**src/rtl/uart_rx_pkg.sv**
```systemverilog
package uart_rx_pkg;
  typedef enum logic {
    RX_IDLE = 1'b0,
    RX_RECV = 1'b1
  } rx_state_t;
endpackage

```
**src/rtl/rx_line_sync.sv**
```systemverilog
module rx_line_sync #(
  parameter int STAGES = 2
) (
  input  logic clk,
  input  logic rst,
  input  logic din,
  output logic dout
);
  logic [STAGES-1:0] chain;

  always_ff @(posedge clk) begin
    if (rst) chain <= '1;
    else     chain <= {chain[STAGES-2:0], din};
  end

  assign dout = chain[STAGES-1];
endmodule

```
**src/rtl/rx_bit_timer.sv**
```systemverilog
module rx_bit_timer #(
  parameter int BIT_CLKS  = 434,
  parameter int SAMPLE_AT = 217
) (
  input  logic clk,
  input  logic rst,
  input  logic restart,
  input  logic run,
  input  logic advance,
  output logic strobe
);
  localparam int CW = $clog2(BIT_CLKS + 1);
  localparam logic [CW-1:0] LAST = CW'(BIT_CLKS);
  localparam logic [CW-1:0] MID  = CW'(SAMPLE_AT);
  localparam logic [CW-1:0] ONE  = CW'(1);

  logic [CW-1:0] cnt;

  always_ff @(posedge clk) begin
    if (rst) begin
      cnt <= ONE;
    end else if (restart) begin
      cnt <= ONE;
    end else if (run && advance) begin
      if (cnt == LAST) cnt <= ONE;
      else             cnt <= cnt + ONE;
    end
  end

  assign strobe = run && advance && (cnt == MID);
endmodule

```
**src/rtl/rx_frame_fsm.sv**
```systemverilog
module rx_frame_fsm
  import uart_rx_pkg::*;
#(
  parameter int DATA_BITS = 8
) (
  input  logic                 clk,
  input  logic                 rst,
  input  logic                 cts,
  input  logic                 line,
  input  logic                 strobe,
  input  logic                 err_clr,
  output logic                 busy,
  output logic                 restart,
  output logic [DATA_BITS-1:0] data_q,
  output logic                 valid_q,
  output logic                 err_q
);
  localparam int FRAME_BITS = DATA_BITS + 2;
  localparam int IW = $clog2(FRAME_BITS + 1);
  localparam logic [IW-1:0] STOP_IDX = IW'(FRAME_BITS - 1);

  rx_state_t            state;
  logic [IW-1:0]        idx;
  logic [DATA_BITS-1:0] shreg;
  logic                 bad_start, bad_stop, good_stop;

  assign busy      = (state == RX_RECV);
  assign restart   = (state == RX_IDLE) && cts && !line;
  assign bad_start = strobe && (idx == '0) && line;
  assign bad_stop  = strobe && (idx == STOP_IDX) && !line;
  assign good_stop = strobe && (idx == STOP_IDX) && line;

  always_ff @(posedge clk) begin
    if (rst) begin
      state <= RX_IDLE;
      idx   <= '0;
      shreg <= '0;
    end else if (restart) begin
      state <= RX_RECV;
      idx   <= '0;
    end else if (strobe) begin
      if (bad_start || idx == STOP_IDX) begin
        state <= RX_IDLE;
        idx   <= '0;
      end else begin
        idx <= idx + 1'b1;
        if (idx != '0) shreg <= {line, shreg[DATA_BITS-1:1]};
      end
    end
  end

  always_ff @(posedge clk) begin
    if (rst) begin
      data_q  <= '0;
      valid_q <= 1'b0;
      err_q   <= 1'b0;
    end else begin
      valid_q <= good_stop;
      if (good_stop) data_q <= shreg;
      if (bad_start || bad_stop) err_q <= 1'b1;
      else if (err_clr)          err_q <= 1'b0;
    end
  end
endmodule

```
**src/rtl/uart_rx_gated.sv**
```systemverilog
module uart_rx_gated #(
  parameter int BIT_CLKS  = 434,
  parameter int SAMPLE_AT = 217,
  parameter int DATA_BITS = 8
) (
  input  logic                 clk,
  input  logic                 rst,
  input  logic                 rxd,
  input  logic                 cts,
  input  logic                 err_clr,
  output logic [DATA_BITS-1:0] rx_data,
  output logic                 rx_valid,
  output logic                 frame_err
);
  logic line_s, busy, restart, strobe;

  rx_line_sync #(.STAGES(2)) u_sync (
    .clk(clk), .rst(rst), .din(rxd), .dout(line_s)
  );

  rx_bit_timer #(.BIT_CLKS(BIT_CLKS), .SAMPLE_AT(SAMPLE_AT)) u_timer (
    .clk(clk), .rst(rst), .restart(restart), .run(busy),
    .advance(cts), .strobe(strobe)
  );

  rx_frame_fsm #(.DATA_BITS(DATA_BITS)) u_fsm (
    .clk(clk), .rst(rst), .cts(cts), .line(line_s), .strobe(strobe),
    .err_clr(err_clr), .busy(busy), .restart(restart),
    .data_q(rx_data), .valid_q(rx_valid), .err_q(frame_err)
  );
endmodule

```
**config.mk**
```make
export PLATFORM = sky130hd
export DESIGN_NAME = uart_rx_gated
export DESIGN_NICKNAME = d
export VERILOG_FILES = /design/src/rtl/uart_rx_pkg.sv /design/src/rtl/rx_line_sync.sv /design/src/rtl/rx_bit_timer.sv /design/src/rtl/rx_frame_fsm.sv /design/src/rtl/uart_rx_gated.sv
export SDC_FILE = /design/constraint.sdc
export NUM_CORES = 1
export LEC_CHECK = 0
export CAP_MARGIN = 20
export CORE_UTILIZATION = 59
export DETAILED_ROUTE_END_ITERATION = 8
export PLACE_DENSITY = 0.82
export SETUP_SLACK_MARGIN = 0.3
export SYNTH_ARGS = -nofsm -noshare
export SYNTH_HDL_FRONTEND = slang
export SYNTH_HIERARCHICAL = 1
export SYNTH_SLANG_ARGS = --single-unit
```
**constraint.sdc**
```tcl
create_clock -name clk -period 2.8 [get_ports clk]
set_clock_uncertainty 0.1 [all_clocks]
set_input_delay 0.42 -clock clk [delete_from_list [all_inputs] [get_ports clk]]
set_output_delay 0.42 -clock clk [all_outputs]
set_load 0.03 [all_outputs]
```
==> flow_summary.json, run 1 <==
{
  "grtUsageTotal": 0.232,
  "fin_setup_tns_ps": 0,
  "grt-ovfl-total": 0,
  "synth_most_common_cell": "dfxtp_1",
  "power_uw": 875,
  "die_w_um": 52.8,
  "fin_cells": 204,
  "synthTopCellsByCount": "dfxtp_1, nor2_1, mux2i_1",
  "fmaxAchievable_ghz": 0.444,
  "core_area_sq_um": 2450,
  "synth-edff-count": 0,
  "crit_type": "in2reg",
  "synthDominantCellAreaShare": 0.446,
  "drt_iter0_drc": 21,
  "vias_per_cell": 5.76,
  "worst_pin_slew_ps": 552,
  "slowest_stage": "clkdlybuf4s50_1",
  "hp-class": "reg2reg",
  "num_rows": 18,
  "synth_nets": 168,
  "route.detailed.drc": 0,
  "dr.pass1.iters": 4,
  "yosys_register_bits": 34,
  "antenna_found_initial": 0,
  "synth-seq-area-share": 0.446,
  "slowest_delay_ps": 570,
  "p_per_area_nw_per_um2": 494,
  "hold-path-cell-count": 1,
  "wl_per_cell_um": 14.4,
  "fin_crit_ps": 2250,
  "async_flop_share": 0,
  "min_period_over_period": 0.805,
  "setup_violations": 0,
  "r2r_cells": 7,
  "slew_headroom": 0.631,
  "post-route-util": 0.721,
  "cts_hold_buf": 0,
  "slew_viol_final": 0,
  "netlist_top_cells_area": "dfxtp_1, mux2i_1, nor2_1",
  "vdd_drop_max_mv": 0.455,
  "cp_cell_sequence": "clkdlybuf4s50_1 -> nand4_1 -> nor3_1 -> nor2b_1 -> nand3_1 -> mux2i_1 -> nor2_1",
  "numCtsBuffers": 5,
  "cts_sinks": 34,
  "port-buffer-count": 14,
  "dp_hpwl_mm": 2.03,
  "htreeDepth": 2,
  "endpoint_kind": "flip-flop",
  "synth_cell_types": 37,
  "p_leak_uw": 0.000729,
  "gp_congestion": 0.767,
  "swShare": 0.218,
  "insertedDiodeCount": 0,
  "area_delta_synth_final_pct": 16.0,
  "post_cts_buffers": 0,
  "yosysWarnings": 6,
  "crit_required_ps": 2940,
  "start_util": 0.621,
  "grt_pass1_wl_mm": 4.55,
  "dp_cells": 196,
  "syn_inst": 157,
  "postRouteAntennaNets": 0,
  "grt_pass1_vias": 1019,
  "p_sw_uw": 190,
  "crit_arrival_ps": 2390,
  "io_pins": 15,
  "clk_path_buf_depth": 2,
  "synth.avg_cell_area_sq_um": 9.71,
  "die-area_sq_um": 2790,
  "clk_pin_slew_ps": 110,
  "cap_violations": 0,
  "crit_cells": 7,
  "netlist_area_sq_um": 1530,
  "routed_wl_mm": 2.94,
  "drive_gt1_frac": 0.103,
  "grt_max_degree": 23,
  "die_h_um": 52.8,
  "vias": 1176,
  "synth_ff_type": "dfxtp_1",
  "internal-power_uw": 684,
  "synth_area_leader_cell": "dfxtp_1",
  "cts_tree": "built",
  "cp_num_buf_inv": 1,
  "clock_latency_ps": 340,
  "start_kind": "primary input",
  "cts-resized-gates": 0,
  "nets": 184,
  "status": "completed",
  "pwr-share-comb": 0.029,
  "hold_viol": 0,
  "rsz0062_at_grt": "false",
  "root_buffer": "clkbuf_4",
  "cpLargestDelayFamily": "simple AND/OR/NAND/NOR gates",
  "pwr-share-clk": 0.412,
  "cp_max_fo": 9,
  "pwr-share-seq": 0.559
}
==> metal layers <==
metal,part of all wire,vias to the layer above,track usage
met2,0.46,27,0.352
met1,0.47,561,0.286
met3,0.047,7,0.0725
met5,0,-,0
met4,0.020,0,0.132
li1,-,581,-
==> worst paths after layout <==
check	startpoint	to	slack, ps
worst min-delay path	u_sync/chain[0]	u_sync/chain[1]	320
worst max register to register	u_timer/cnt[0]	u_fsm/data_q[6]	660
worst min register to register	u_sync/chain[0]	u_sync/chain[1]	320
worst max-delay path	cts	u_fsm/data_q[6]	550
==> registers in the layout (all words and copies together) (netlist names) <==
name           flops
u_fsm/busy         1
u_fsm/data_q       8
u_fsm/err_q        1
u_fsm/idx          4
u_fsm/shreg        8
u_fsm/valid_q      1
u_sync/chain       2
u_timer/cnt        9
==> final cells by class <==
| type | instances | area [sq um] |
|---|---|---|
| clock buffers | 5 | 37.5 |
| clock inverters | 3 | 45.0 |
| fillers | 175 | 686 |
| inverters | 6 | 22.5 |
| multi-input cells | 110 | 791 |
| flip-flops and latches | 34 | 681 |
| well taps | 30 | 37.5 |
| repair buffers | 16 | 155 |
==> through the flow <==
| step | setup WS [ps] | hold WS, ps | instance area (sq um) |
|---|---|---|---|
| after floorplan | 1010 | 283 | 1530 |
| after global placement | 252 | 299 | 1690 |
| after detailed placement | 195 | 303 | 1690 |
| after CTS | 562 | 334 | 1770 |
| after global routing | 372 | 353 | 1770 |
| final | 547 | 323 | 1770 |
==> power groups by stage <==
stage | sequential, uW | clock (uW) | combinational (uW)
after floorplan | 499 | 0 | 14.1
after global placement | 500 | 0 | 23.8
after detailed placement | 500 | 0 | 24.7
after CTS | 489 | 369 | 25.2
after global routing | 490 | 387 | 27.1
final | 489 | 360 | 25.4
==> layout by cell type (no fill, tap or decap) <==
master           netlist  final
a2111oi_1              1      1
a211oi_1               3      3
a211oi_2               3      3
a21boi_0               2      2
a21oi_1                2      2
and2_1                 1      1
and3_2                 1      1
and3b_1                1      1
and4b_1                1      1
buf_4                  0      2
bufinv_16              0      1
clkbuf_4               0      5
clkdlybuf4s50_1        0     14
clkinvlp_4             0      2
dfxtp_1               34     34
ha_1                   6      6
inv_1                  6      6
mux2i_1               16     16
nand2_1                5      5
nand2b_1               4      4
nand3_1                3      3
nand3_2                1      1
nand3b_1               1      1
nand4_1                5      5
nor2_1                23     23
nor2b_1                2      2
nor3_1                 2      2
nor4bb_1               1      1
o2111ai_4              1      1
o211ai_1               2      2
o21ai_0                5      5
o31ai_1                3      3
or2_1                  2      2
or2_2                  1      1
or3_1                  4      4
or3b_4                 1      1
or4_1                  3      3
xnor2_1                2      2
xor2_1                 2      2
==> cell families after synthesis <==
group / share of synthesized area
compound gates: 0.121
xor+xnor: 0.0230
fa+ha+maj: 0.0492
buf+inv: 0.0353
flops: 0.446
mux: 0.105
simple gates: 0.221
No activity file was read; power rests on OpenSTA's default activity.
==> inputs of run 2 (changes only) <==
Settings changed: CORE_UTILIZATION 59 to 55, PLACE_DENSITY 0.82 to 0.77.
Clock period 2.8 ns to 2.3 ns, I/O delays scaled along.
==> run 2 against run 1 <==
Net effect: non-clock buffer count is 3 higher; sequential share of layout area hardly changed; worst setup slack worse by 53 ps; largest cell class unchanged; sequential power is 22% higher; critical endpoint is now rx_data[5].
==> flow_summary.json, run 2 (synthesis gave the netlist of run 1 again) <==
{
  "grtUsageTotal": 0.212,
  "slew_headroom": 0.715,
  "cap_violations": 0,
  "rrSetupSlack_ps": 500,
  "numCtsBuffers": 5,
  "nets": 187,
  "htreeDepth": 2,
  "setup_violations": 0,
  "hold-path-cell-count": 1,
  "clock_latency_ps": 340,
  "die_w_um": 54.7,
  "start_kind": "flip-flop",
  "largestRegisters": "u_timer/cnt (9), u_fsm/data_q (8), u_fsm/shreg (8)",
  "hold_path.startpoint": "u_sync/chain[0]",
  "slowest_stage": "clkdlybuf4s50_1",
  "crit_arrival_ps": 1360,
  "core_area_sq_um": 2540,
  "regMostFlops": "u_timer/cnt",
  "post-route-util": 0.698,
  "postRouteAntennaNets": 0,
  "grt-ovfl-total": 0,
  "grt_max_degree": 23,
  "vias_per_cell": 5.57,
  "port-buffer-count": 14,
  "vias": 1153,
  "area_delta_synth_final_pct": 16.5,
  "vdd_drop_max_mv": 0.546,
  "cp_max_fo": 2,
  "endpoint_kind": "output pin",
  "final_cell_mix": "dfxtp_1, nor2_1, mux2i_1",
  "drive_gt1_frac": 0.130,
  "hold_viol": 0,
  "p_leak_uw": 0.000741,
  "reg2reg_from": "u_timer/cnt[1]",
  "final_common_cell": "dfxtp_1",
  "cp_cell_sequence": "clkdlybuf4s50_1",
  "r2r_cells": 9,
  "routed_wl_mm": 2.74,
  "cts_hold_buf": 0,
  "dr.pass1.iters": 4,
  "die-area_sq_um": 2990,
  "min_period_over_period": 0.785,
  "clk_pin_slew_ps": 100,
  "wl_per_cell_um": 13.2,
  "status": "completed",
  "fin_crit_ps": 1810,
  "root_buffer": "clkbuf_4",
  "hp-class": "reg2reg",
  "cp_num_buf_inv": 1,
  "start_util": 0.599,
  "worst_pin_slew_ps": 427,
  "crit_type": "reg2out",
  "grt_pass1_wl_mm": 4.30,
  "largest_register_ffs": 9,
  "antenna_found_initial": 0,
  "num_rows": 18,
  "whs_endpoint": "u_sync/chain[1]",
  "cpLargestDelayFamily": "buffers and inverters",
  "route.detailed.drc": 0,
  "crit_required_ps": 1860,
  "dp_hpwl_mm": 1.94,
  "io_pins": 15,
  "crit_start": "u_fsm/data_q[5]",
  "r2r_end": "u_fsm/data_q[0]",
  "drt_iter0_drc": 23,
  "fmaxAchievable_ghz": 0.554,
  "gp_congestion": 0.777,
  "slew_viol_final": 0,
  "rsz0062_at_grt": "false",
  "die_h_um": 54.7,
  "cts_sinks": 34,
  "cts_tree": "built",
  "p_per_area_nw_per_um2": 545,
  "grt_pass1_vias": 997,
  "insertedDiodeCount": 0,
  "fin_setup_tns_ps": 0,
  "slowest_delay_ps": 670,
  "clk_path_buf_depth": 2
}
-- run 2: area by class of cell --
class	instances	area [sq um]
tap	30	37.5
clock buffer	7	55.1
clock inverter	1	5.00
timing repair buffer	19	178
sequential	34	683
fill	207	768
inverter	6	22.5
multi-input combinational	110	796
-- run 2: worst max-delay path by stage --
stage,to,slack (ps),cells after the start
after floorplan,u_fsm/data_q[0],510,9
final,rx_data[5],490,1
after CTS,u_fsm/data_q[0],390,8
after global routing,u_fsm/data_q[5],370,9
after global placement,u_fsm/data_q[6],180,8
after detailed placement,u_fsm/data_q[0],110,8
-- run 2: routing by layer --
metal	vias up	routed length (um)	GRT usage
met5	-	0	0
met4	0	46	0.115
met3	5	102	0.0750
met2	13	1270	0.335
met1	540	1310	0.246
li1	595	-	-
-- run 2: stage by stage --
step	total power, uW	hold slack [ps]	instance area [sq um]	worst slack [ps]	std cells
2_1_floorplan	625	283	1530	514	157
3_3_place_gp	641	297	1710	182	199
3_5_place_dp	641	307	1710	108	199
4_1_cts	980	325	1770	393	207
5_1_grt	1010	344	1780	368	207
6_report	969	320	1780	494	207
-- run 2: power by group --
| part | switching, uW | internal [uW] |
|---|---|---|
| combinational | 16.8 | 15.9 |
| sequential | 3.86 | 592 |
| clock | 192 | 148 |
-- run 2: repair_timing --
item,CTS,global route
endpoints found under the setup margin,0,10
buffers inserted,0,0
resized for setup,0,3
